### config.mk
export PLATFORM = sky130hd
export DESIGN_NAME = hostpix_wr
export DESIGN_NICKNAME = d
export VERILOG_FILES = /design/src/rtl/hostpix_pkg.sv /design/src/rtl/hostpix_regs.sv /design/src/rtl/hostpix_pack.sv /design/src/rtl/hostpix_walk.sv /design/src/rtl/hostpix_wr.sv
export SDC_FILE = /design/constraint.sdc
export NUM_CORES = 1
export LEC_CHECK = 0
export BUFFER_PORTS_ARGS = -buffer_cell sky130_fd_sc_hd__buf_4
export CORE_ASPECT_RATIO = 1.2
export CORE_MARGIN = 1.5
export CORE_UTILIZATION = 45
export CTS_CLUSTER_DIAMETER = 50
export DETAILED_ROUTE_END_ITERATION = 6
export REMOVE_ABC_BUFFERS = 1
export SLEW_MARGIN = 10
export SYNTH_ARGS = -nofsm -noshare
export SYNTH_HDL_FRONTEND = slang
export SYNTH_SLANG_ARGS = --single-unit
### constraint.sdc
create_clock -name clk -period 8.2 [get_ports clk]
set_clock_uncertainty 0.05 [all_clocks]
set_input_delay 0.41 -clock clk [delete_from_list [all_inputs] [get_ports clk]]
set_output_delay 0.41 -clock clk [all_outputs]
set_load 0.01 [all_outputs]
### src/rtl/hostpix_pkg.sv
package hostpix_pkg;

  typedef enum logic [1:0] {
    BUS_W16  = 2'b00,
    BUS_W9   = 2'b01,
    BUS_W8   = 2'b10,
    BUS_W16B = 2'b11
  } bus_width_e;

  localparam logic [7:0] CMD_PIX_ON = 8'hC1;
  localparam int         REG_COUNT  = 13;

  // Reset value of each configuration byte.
  function automatic logic [7:0] reg_default(input int idx);
    case (idx)
      2:       return 8'h01;
      3:       return 8'h3F;
      7:       return 8'hEF;
      8:       return 8'h01;
      9:       return 8'h40;
      default: return 8'h00;
    endcase
  endfunction

  // Widen a 5-bit colour field to 6 bits by repeating its top bit.
  function automatic logic [5:0] widen5(input logic [4:0] v);
    return {v, v[4]};
  endfunction

endpackage

### src/rtl/hostpix_regs.sv
module hostpix_regs
  import hostpix_pkg::*;
#(
  parameter int CRD_W  = 10,
  parameter int ADDR_W = 18
) (
  input  logic              clk,
  input  logic              rst_n,
  input  logic              ptr_load,
  input  logic [7:0]        ptr_val,
  input  logic              wr_en,
  input  logic [7:0]        wdata,
  output logic [CRD_W-1:0]  xs,
  output logic [CRD_W-1:0]  xe,
  output logic [CRD_W-1:0]  ys,
  output logic [CRD_W-1:0]  ye,
  output logic [CRD_W-1:0]  pitch,
  output logic [ADDR_W-1:0] wbase
);

  logic [7:0] bank [REG_COUNT];
  logic [7:0] ptr;

  always_ff @(posedge clk) begin
    if (!rst_n) begin
      ptr <= '0;
      for (int i = 0; i < REG_COUNT; i++) bank[i] <= reg_default(i);
    end else if (ptr_load) begin
      ptr <= ptr_val;
    end else if (wr_en) begin
      if (ptr < 8'(REG_COUNT)) bank[ptr[3:0]] <= wdata;
      ptr <= ptr + 8'd1;
    end
  end

  logic [15:0] xs16, xe16, ys16, ye16, pitch16;
  logic [23:0] base24;

  assign xs16    = {bank[0], bank[1]};
  assign xe16    = {bank[2], bank[3]};
  assign ys16    = {bank[4], bank[5]};
  assign ye16    = {bank[6], bank[7]};
  assign pitch16 = {bank[8], bank[9]};
  assign base24  = {bank[10], bank[11], bank[12]};

  assign xs    = xs16[CRD_W-1:0];
  assign xe    = xe16[CRD_W-1:0];
  assign ys    = ys16[CRD_W-1:0];
  assign ye    = ye16[CRD_W-1:0];
  assign pitch = pitch16[CRD_W-1:0];
  assign wbase = base24[ADDR_W-1:0];

  p_ptr_step_r2: assert property (@(posedge clk) disable iff (!rst_n)
    (wr_en && !ptr_load) |=> (ptr == $past(ptr) + 8'd1));

  p_ptr_load_r2: assert property (@(posedge clk) disable iff (!rst_n)
    ptr_load |=> (ptr == $past(ptr_val)));

endmodule

### src/rtl/hostpix_pack.sv
module hostpix_pack
  import hostpix_pkg::*;
(
  input  logic        clk,
  input  logic        rst_n,
  input  logic        clr,
  input  logic        beat_en,
  input  logic [15:0] db,
  input  logic        color262,
  input  logic [1:0]  bus_sel,
  output logic        pix_done,
  output logic [17:0] pix_data
);

  bus_width_e  bw;
  logic [1:0]  beat;
  logic [1:0]  need;
  logic        last;
  logic [15:0] acc;

  assign bw = bus_width_e'(bus_sel);

  always_comb begin
    case (bw)
      BUS_W9:  need = 2'd2;
      BUS_W8:  need = color262 ? 2'd3 : 2'd2;
      default: need = color262 ? 2'd2 : 2'd1;
    endcase
  end

  assign last     = (beat >= need - 2'd1);
  assign pix_done = beat_en && last;

  always_comb begin
    case (bw)
      BUS_W9:  pix_data = {acc[8:0], db[8:0]};
      BUS_W8:  pix_data = color262 ? {acc[9:8], acc[7:0], db[7:0]}
                                   : {widen5(acc[7:3]), acc[2:0], db[7:5], widen5(db[4:0])};
      default: pix_data = color262 ? {acc[1:0], db[15:0]}
                                   : {widen5(db[15:11]), db[10:5], widen5(db[4:0])};
    endcase
  end

  always_ff @(posedge clk) begin
    if (!rst_n) begin
      beat <= '0;
      acc  <= '0;
    end else if (clr) begin
      beat <= '0;
    end else if (beat_en) begin
      beat <= last ? 2'd0 : beat + 2'd1;
      acc  <= (bw == BUS_W8) ? {acc[7:0], db[7:0]} : db;
    end
  end

  p_beat_lim_r8: assert property (@(posedge clk) disable iff (!rst_n)
    beat < 2'd3);

  p_clear_r11: assert property (@(posedge clk) disable iff (!rst_n)
    clr |=> (beat == 2'd0));

endmodule

### src/rtl/hostpix_walk.sv
module hostpix_walk #(
  parameter int CRD_W  = 10,
  parameter int ADDR_W = 18
) (
  input  logic              clk,
  input  logic              rst_n,
  input  logic              start,
  input  logic              pix_done,
  input  logic [17:0]       pix_data,
  input  logic [CRD_W-1:0]  xs,
  input  logic [CRD_W-1:0]  xe,
  input  logic [CRD_W-1:0]  ys,
  input  logic [CRD_W-1:0]  ye,
  input  logic [CRD_W-1:0]  pitch,
  input  logic [ADDR_W-1:0] wbase,
  input  logic              mem_ready,
  output logic              mem_valid,
  output logic [ADDR_W-1:0] mem_addr,
  output logic [17:0]       mem_data
);

  logic [CRD_W-1:0]  x, y;
  logic              accept;
  logic [ADDR_W-1:0] addr_now;

  assign accept   = pix_done && (!mem_valid || mem_ready);
  assign addr_now = wbase + ADDR_W'(y) * ADDR_W'(pitch) + ADDR_W'(x);

  always_ff @(posedge clk) begin
    if (!rst_n) begin
      x         <= '0;
      y         <= '0;
      mem_valid <= 1'b0;
      mem_addr  <= '0;
      mem_data  <= '0;
    end else begin
      if (start) begin
        x <= xs;
        y <= ys;
      end else if (accept) begin
        if (x == xe) begin
          x <= xs;
          y <= (y == ye) ? ys : y + 1'b1;
        end else begin
          x <= x + 1'b1;
        end
      end
      if (accept) begin
        mem_valid <= 1'b1;
        mem_addr  <= addr_now;
        mem_data  <= pix_data;
      end else if (mem_ready) begin
        mem_valid <= 1'b0;
      end
    end
  end

  p_hold_r12: assert property (@(posedge clk) disable iff (!rst_n)
    (mem_valid && !mem_ready) |=> (mem_valid && $stable(mem_addr) && $stable(mem_data)));

  p_drain_r12: assert property (@(posedge clk) disable iff (!rst_n)
    (mem_valid && mem_ready && !pix_done) |=> !mem_valid);

  p_step_r10: assert property (@(posedge clk) disable iff (!rst_n)
    (accept && !start && x != xe) |=> (x == $past(x) + 1'b1));

  p_wrap_r10: assert property (@(posedge clk) disable iff (!rst_n)
    (accept && !start && x == xe && y == ye) |=> (x == $past(xs) && y == $past(ys)));

endmodule

### src/rtl/hostpix_wr.sv
module hostpix_wr
  import hostpix_pkg::*;
#(
  parameter int CRD_W  = 10,
  parameter int ADDR_W = 18
) (
  input  logic              clk,
  input  logic              rst_n,
  input  logic              cs_n,
  input  logic              rs,
  input  logic              wr_n,
  input  logic [15:0]       db,
  input  logic [1:0]        bus_sel,
  input  logic              color262,
  input  logic              mem_ready,
  output logic              mem_valid,
  output logic [ADDR_W-1:0] mem_addr,
  output logic [17:0]       mem_data
);

  logic wr_q;
  logic strobe;
  logic pix_mode;
  logic cmd_on;

  assign strobe = !cs_n && wr_n && !wr_q;
  assign cmd_on = strobe && !rs && (db[7:0] == CMD_PIX_ON);

  always_ff @(posedge clk) begin
    if (!rst_n) begin
      wr_q     <= 1'b1;
      pix_mode <= 1'b0;
    end else begin
      wr_q <= wr_n;
      if (strobe && !rs) pix_mode <= (db[7:0] == CMD_PIX_ON);
    end
  end

  logic [CRD_W-1:0]  xs, xe, ys, ye, pitch;
  logic [ADDR_W-1:0] wbase;
  logic              pix_done;
  logic [17:0]       pix_data;

  hostpix_regs #(.CRD_W(CRD_W), .ADDR_W(ADDR_W)) u_regs (
    .clk      (clk),
    .rst_n    (rst_n),
    .ptr_load (strobe && !rs),
    .ptr_val  (db[7:0]),
    .wr_en    (strobe && rs && !pix_mode),
    .wdata    (db[7:0]),
    .xs       (xs),
    .xe       (xe),
    .ys       (ys),
    .ye       (ye),
    .pitch    (pitch),
    .wbase    (wbase)
  );

  hostpix_pack u_pack (
    .clk      (clk),
    .rst_n    (rst_n),
    .clr      (cs_n || !rs),
    .beat_en  (strobe && rs && pix_mode),
    .db       (db),
    .color262 (color262),
    .bus_sel  (bus_sel),
    .pix_done (pix_done),
    .pix_data (pix_data)
  );

  hostpix_walk #(.CRD_W(CRD_W), .ADDR_W(ADDR_W)) u_walk (
    .clk       (clk),
    .rst_n     (rst_n),
    .start     (cmd_on),
    .pix_done  (pix_done),
    .pix_data  (pix_data),
    .xs        (xs),
    .xe        (xe),
    .ys        (ys),
    .ye        (ye),
    .pitch     (pitch),
    .wbase     (wbase),
    .mem_ready (mem_ready),
    .mem_valid (mem_valid),
    .mem_addr  (mem_addr),
    .mem_data  (mem_data)
  );

  p_mode_on_r3: assert property (@(posedge clk) disable iff (!rst_n)
    $rose(pix_mode) |-> $past(strobe && !rs && db[7:0] == CMD_PIX_ON));

  p_cs_gate_r13: assert property (@(posedge clk) disable iff (!rst_n)
    cs_n |=> $stable(pix_mode));

endmodule

== Word level (Yosys, flattened, before mapping) ==
Memories as Yosys holds them, arrays and structs flattened.
Cells that the tools add are included.

* $add $sub $neg: 7
* Multiply operators: 1
* $lt $le $gt $ge: 2
* Equality and inequality tests: 5
* Multiplexer cells: 33
* Bitwise logic cells: 2
* Reductions and logical operators: 24

{| class="wikitable"
|+ Operators by type and width
! cell !! count
|-
| two-way mux 10 bit || 8
|-
| two-way mux 8 bit || 8
|-
| two-way mux 18 bit || 2
|-
| one-hot mux 18 bit (2 select lines) || 1
|-
| adder 10 x 1 -> 10 bit (second input constant) || 2
|-
| == test 10 bit || 2
|-
| adder 18 x 10 -> 18 bit || 1
|-
| adder 18 bit || 1
|-
| multiplier 10 x 10 -> 18 bit || 1
|-
| two-way mux 1 bit || 10
|-
| logical AND 1 bit || 9
|-
| adder 8 x 1 -> 8 bit (second input constant) || 1
|-
| == test 8 bit (second input constant) || 1
|-
| less-than comparator 8 x 4 -> 1 bit (second input constant) || 1
|-
| nonzero test 2 bit || 4
|-
| OR reduction 8 bit || 1
|-
| zero test 1 bit || 5
|-
| two-way mux 2 bit || 2
|-
| two-way mux 4 bit || 1
|-
| one-hot mux 2 bit (2 select lines) || 1
|-
| AND reduction 2 bit || 2
|-
| adder 2 x 1 -> 2 bit (second input constant) || 1
|-
| == test 2 x 1 -> 1 bit (second input constant) || 1
|-
| == test 2 bit (second input constant) || 1
|-
| 5 further kinds || 7
|}

* Register bits: 79
* Bits in writable memories: 104
* Input port bits: 25
* Output and inout bits: 37
* Word-level logic and storage cells: 85
* Memories: 1

{| class="wikitable"
|+ Memories
! name !! depth !! width !! rd ports !! clocked after memory_dff !! wr ports !! RTL line !! source
|-
| u_regs.bank || 13 || 8 || 13 || 0 || 13 || hostpix_regs.sv:21 || <nowiki>logic [7:0] bank [REG_COUNT];</nowiki>
|}

== Logic depth before layout (Yosys ltp) ==
* Depth in word-level cells: 11
* Gate-level depth with buffers: 20
* Depth with buffers taken out: 18

== Modules after synthesis ==
Synthesis repeated with hierarchy kept, for this count alone.

* Cell total of the unflattened synthesis: 1,188
* Area total of the unflattened synthesis: 10,885.4 sq um

{| class="wikitable"
|+ By module, submodules not included
! module !! times used !! cells each !! area an instance (sq um) !! sequential area each (sq um)
|-
| hostpix_walk || 1 || 790 || 6,501.2 || 1,141.1
|-
| hostpix_regs || 1 || 249 || 3,150.5 || 2,202.1
|-
| hostpix_pack || 1 || 137 || 1,098.6 || 240.2
|-
| hostpix_wr || 1 || 12 || 135.1 || 40.0
|}

== Worst setup path before layout ==
OpenSTA, ideal clock, no wires.

* Path type: reg2reg
* From: register u_walk.y[0]
* To: register u_walk.mem_addr[17]
* Setup time: 0.122 ns
* Arrival: 4.751 ns
* Required time: 8.028 ns
* Slack: 3.278 ns
* Stages on the path, launching flop included: 17
* Buffers on the path: 1
* Clock period less this slack: 4.922 ns
* Cell sequence: dfxtp_1 > clkbuf_1 > nand2_1 > fa_1 > fa_1 > inv_1 > fa_1 > fa_1 > inv_1 > fa_1 > inv_1 > ha_1 > or3_1 > o21a_1 > o31ai_1 > xnor2_1 > a21oi_1

* Cells in the longest elaborated chain, start to end: 3

{| class="wikitable"
|+ RTL lines
! what !! RTL line !! source
|-
| start: declaration || hostpix_walk.sv:22 || <nowiki>logic [CRD_W-1:0] x, y;</nowiki>
|-
| start signal: assignment || hostpix_walk.sv:39 || <nowiki>y <= ys;</nowiki>
|-
| start signal: assignment || hostpix_walk.sv:43 || <nowiki>y <= (y == ye) ? ys : y + 1'b1;</nowiki>
|-
| multiplier 10 x 10 -> 18 bit || hostpix_walk.sv:27 || <nowiki>assign addr_now = wbase + ADDR_W'(y) * ADDR_W'(pitch) + ADDR_W'(x);</nowiki>
|-
| adder 18 bit || hostpix_walk.sv:27 ||
|-
| adder 18 x 10 -> 18 bit || hostpix_walk.sv:27 ||
|-
| end signal: assignment || hostpix_walk.sv:50 || <nowiki>mem_addr <= addr_now;</nowiki>
|-
| end: declaration || hostpix_walk.sv:18 || <nowiki>output logic [ADDR_W-1:0] mem_addr,</nowiki>
|}

No other way between the ends.
A chain may end at the register's enable or synchronous reset.

== Worst setup path after layout ==
* From: register u_walk.y[7]
* To: register u_walk.mem_addr[16]

The elaborated chain is that of the path after synthesis.

==> impl_metrics.ini <==
[clock_tree]
cts_setup_buffers = 0
holdBufCountCts = 0
cts_buffers = 17
clock_sinks = 147
tritoncts = yes
cts_root_buf = clkbuf_16
cts.repair.resized = 0
clk_latency_ns = 0.43
path_clk_slew_ns = 0.07
cts.path.max_buffers = 2
htree_levels = 4

[job]
drv_cap = 0

[layout]
layout_commonest_cell = nand2_1
antenna_cells = 0
final_core_util = 0.5066
drive_gt1_frac = 0.1072
fin_area_um2 = 12070
nets = 1356
area_delta_synth_final_pct = 11.09
instances_no_fill = 1523
final_cell_mix = nand2_1 (142), inv_1 (137), fa_1 (89)

[synthesis]
synth_area_per_cell_um2 = 9.235
async_reset_ff_frac = 0
synthesis.area_um2 = 10860
synth_top_flop_cell = dfxtp_1
yosysSeqAreaShare = 0.3336
synth_edf_count = 68
synthDistinctLibCells = 70
ys_ff_latch = 147
synth_warnings = 0
syn_inst = 1176

[worst_setup_path]
reg2reg_depth = 18
startpoint = u_walk.y[7]$_SDFFE_PN0P_
endpoint_kind = flip-flop
cp.required_ns = 8.51
crit_path_start_kind = flip-flop
criticalPathCategory = flip-flop to flip-flop
crit_arrival_ns = 5.54
r2r_end = u_walk.mem_addr[16]$_SDFFE_PN0P_
path_max_fanout = 15
r2r-start = u_walk.y[7]$_SDFFE_PN0P_
reg2reg_slack_ns = 2.98

[global_routing]
grt_pass1_wl_um = 42590
antenna_found_initial = 0
overflow = 0
grt_max_degree = 51
grt_pass1_vias = 8199
grtUsageTotal = 0.2203

[routing]
num_vias = 8191
ant_nets = 0
drc_errors = 2
drt-wirelength-per-cell_um = 17.32
routed_wl_um = 26370
dr.pass1.iters = 7
viasPerCell = 5.378
drtIter0Drc = 551

[die]
start_util = 0.4560
die_h_um = 173.2
die_w_um = 144.8
core-area_um2 = 23820
boundaryPins = 62
die_area_um2 = 25080
placementRows = 62

[timing]
finalHoldViolCount = 0
min_period_over_period = 0.6372
rsz0062_at_grt = false
finalSetupTns_ns = 0
min_period_ns = 5.225
layout_setup_ws_ns = 2.975
fmax_mhz = 191.4
tightest_slew_ns = 1.113
timing.slew.headroom = 0.2501
drv_slew = 0
setup_viol = 0

[place]
dp_hpwl_um = 18840
placement.io_buffers = 61
gp_congestion = 0.8626
postPlaceCellArea_um2 = 11460
dp_cells = 1491
dp_worst_setup_slack_ns = 2.997

[status]
status = finished with violations
violations = DRC

[min_path]
holdCritPathClass = input pin to flip-flop
hold_path_end = wr_q$_SDFF_PN1_
hold_depth = 2
hold_start = wr_n

[power]
p_leak_uw = 0.005150
power.density_nw_per_um2 = 139.4
max-vdd-ir-drop_uv = 136.1
==> synthesized netlist by cell type, types with 3 or more instances <==
cell type / n / area (um^2)
nor2_1: 69 / 259.0
and2_1: 61 / 381.6
nand4_1: 10 / 62.56
dfxtp_1: 79 / 1582
o21a_1: 10 / 75.07
buf_2: 10 / 50.05
mux2i_1: 15 / 150.1
buf_1: 10 / 37.54
and3_1: 47 / 294.0
a21o_1: 4 / 30.03
xnor2_1: 13 / 113.9
mux2_2: 5 / 56.30
inv_1: 138 / 518.0
a221oi_1: 17 / 148.9
or3_1: 4 / 25.02
fa_1: 89 / 1782
a21oi_1: 64 / 320.3
a211oi_1: 20 / 150.1
or2_2: 16 / 100.1
nand2b_1: 8 / 50.05
o21ai_0: 32 / 160.2
nor4_1: 5 / 31.28
nand3_1: 17 / 85.08
nor2b_1: 8 / 50.05
o32ai_1: 5 / 43.79
ha_1: 52 / 650.6
xor2_1: 21 / 183.9
o22ai_1: 7 / 43.79
nand3b_1: 3 / 22.52
nand2_1: 142 / 533.0
a31oi_1: 3 / 18.77
nor3_1: 27 / 135.1
o21bai_1: 3 / 22.52
clkbuf_1: 47 / 176.4
edfxtp_1: 68 / 2042
o211ai_1: 5 / 37.54
==> cell type report <==
class                      count  area (um^2)
fill                        2259        11750
sequential                   147         3623
clock buffer                  27        546.8
timing repair buffer          65        488.0
clock inverter                 5        61.31
multi-input combinational    821         6427
inverter                     138        518.0
tap                          320        400.4
==> worst max-delay path: stages, from the launching register on <==
cell,delay [ns]
dfxtp_1,0.74
nand2_1,0.15
fa_1,0.51
inv_1,0.05
fa_1,0.49
inv_1,0.05
fa_1,0.47
inv_1,0.05
fa_1,0.53
inv_1,0.05
fa_1,0.53
inv_1,0.04
ha_1,0.34
o21a_1,0.13
o21a_1,0.18
a21oi_1,0.25
o21ai_0,0.17
a41o_1,0.27
a21oi_1,0.11
==> per-stage QoR <==
stage               hold WS (ns)  power (uW)
finish                    0.1521        1682
global route              0.1441        1738
CTS                       0.1343        1695
detailed placement        0.3943       893.7
global placement          0.3901       892.3
floorplan                 0.3922       845.7
==> kinds of logic (layout without fill, tap and decap cells) <==
kind of cell | Yosys count | after routing | share of synthesized area
and+or+nand+nor | 433 | 433 | 0.2053
buffers and inverters | 208 | 235 | 0.07454
AOI/OAI and AO/OA | 193 | 193 | 0.1161
DFF | 147 | 147 | 0.3336
adders and majority gates | 141 | 141 | 0.2240
xor gates and xnor gates | 34 | 34 | 0.02742
muxes | 20 | 20 | 0.01901
==> routing by layer <==
| metal | track usage | share of wire | up-vias |
|---|---|---|---|
| met4 | 0.05640 | 0.011 | 0 |
| met1 | 0.2815 | 0.44 | 3976 |
| li1 | - | - | 3987 |
| met3 | 0.03129 | 0.039 | 23 |
| met2 | 0.3875 | 0.51 | 205 |
| met5 | 0 | 0 | - |
==> how the worst max path moves through the flow <==
stage,slack (ns),endpoint,cells after the start
after floorplan,3.32,u_walk.mem_addr[17]$_SDFFE_PN0P_,16
after global placement,3.04,u_walk.mem_addr[16]$_SDFFE_PN0P_,18
after detailed placement,3.00,u_walk.mem_addr[17]$_SDFFE_PN0P_,15
after CTS,2.98,u_walk.mem_addr[16]$_SDFFE_PN0P_,18
after global routing,2.74,u_walk.mem_addr[16]$_SDFFE_PN0P_,18
final,2.98,u_walk.mem_addr[16]$_SDFFE_PN0P_,18
==> flip-flops by register name (all words and copies together) (netlist names) <==
| signal | flops |
|---|---|
| u_regs.bank | 68 |
| u_walk.mem_addr | 18 |
| u_walk.mem_data | 18 |
| u_pack.acc | 10 |
| u_walk.x | 10 |
| u_walk.y | 10 |
| u_regs.ptr | 8 |
| u_pack.beat | 2 |
| pix_mode | 1 |
| u_walk.mem_valid | 1 |
| wr_q | 1 |
==> power by group <==
group / leakage, uW / switching [uW] / internal [uW] / total (uW)
sequential: 0.00128 / 8.77 / 775 / 784
clock: 0.000298 / 313 / 491 / 805
combinational: 0.00357 / 64.3 / 29.3 / 93.6
Note: power is estimated with default switching activity, not from simulation.
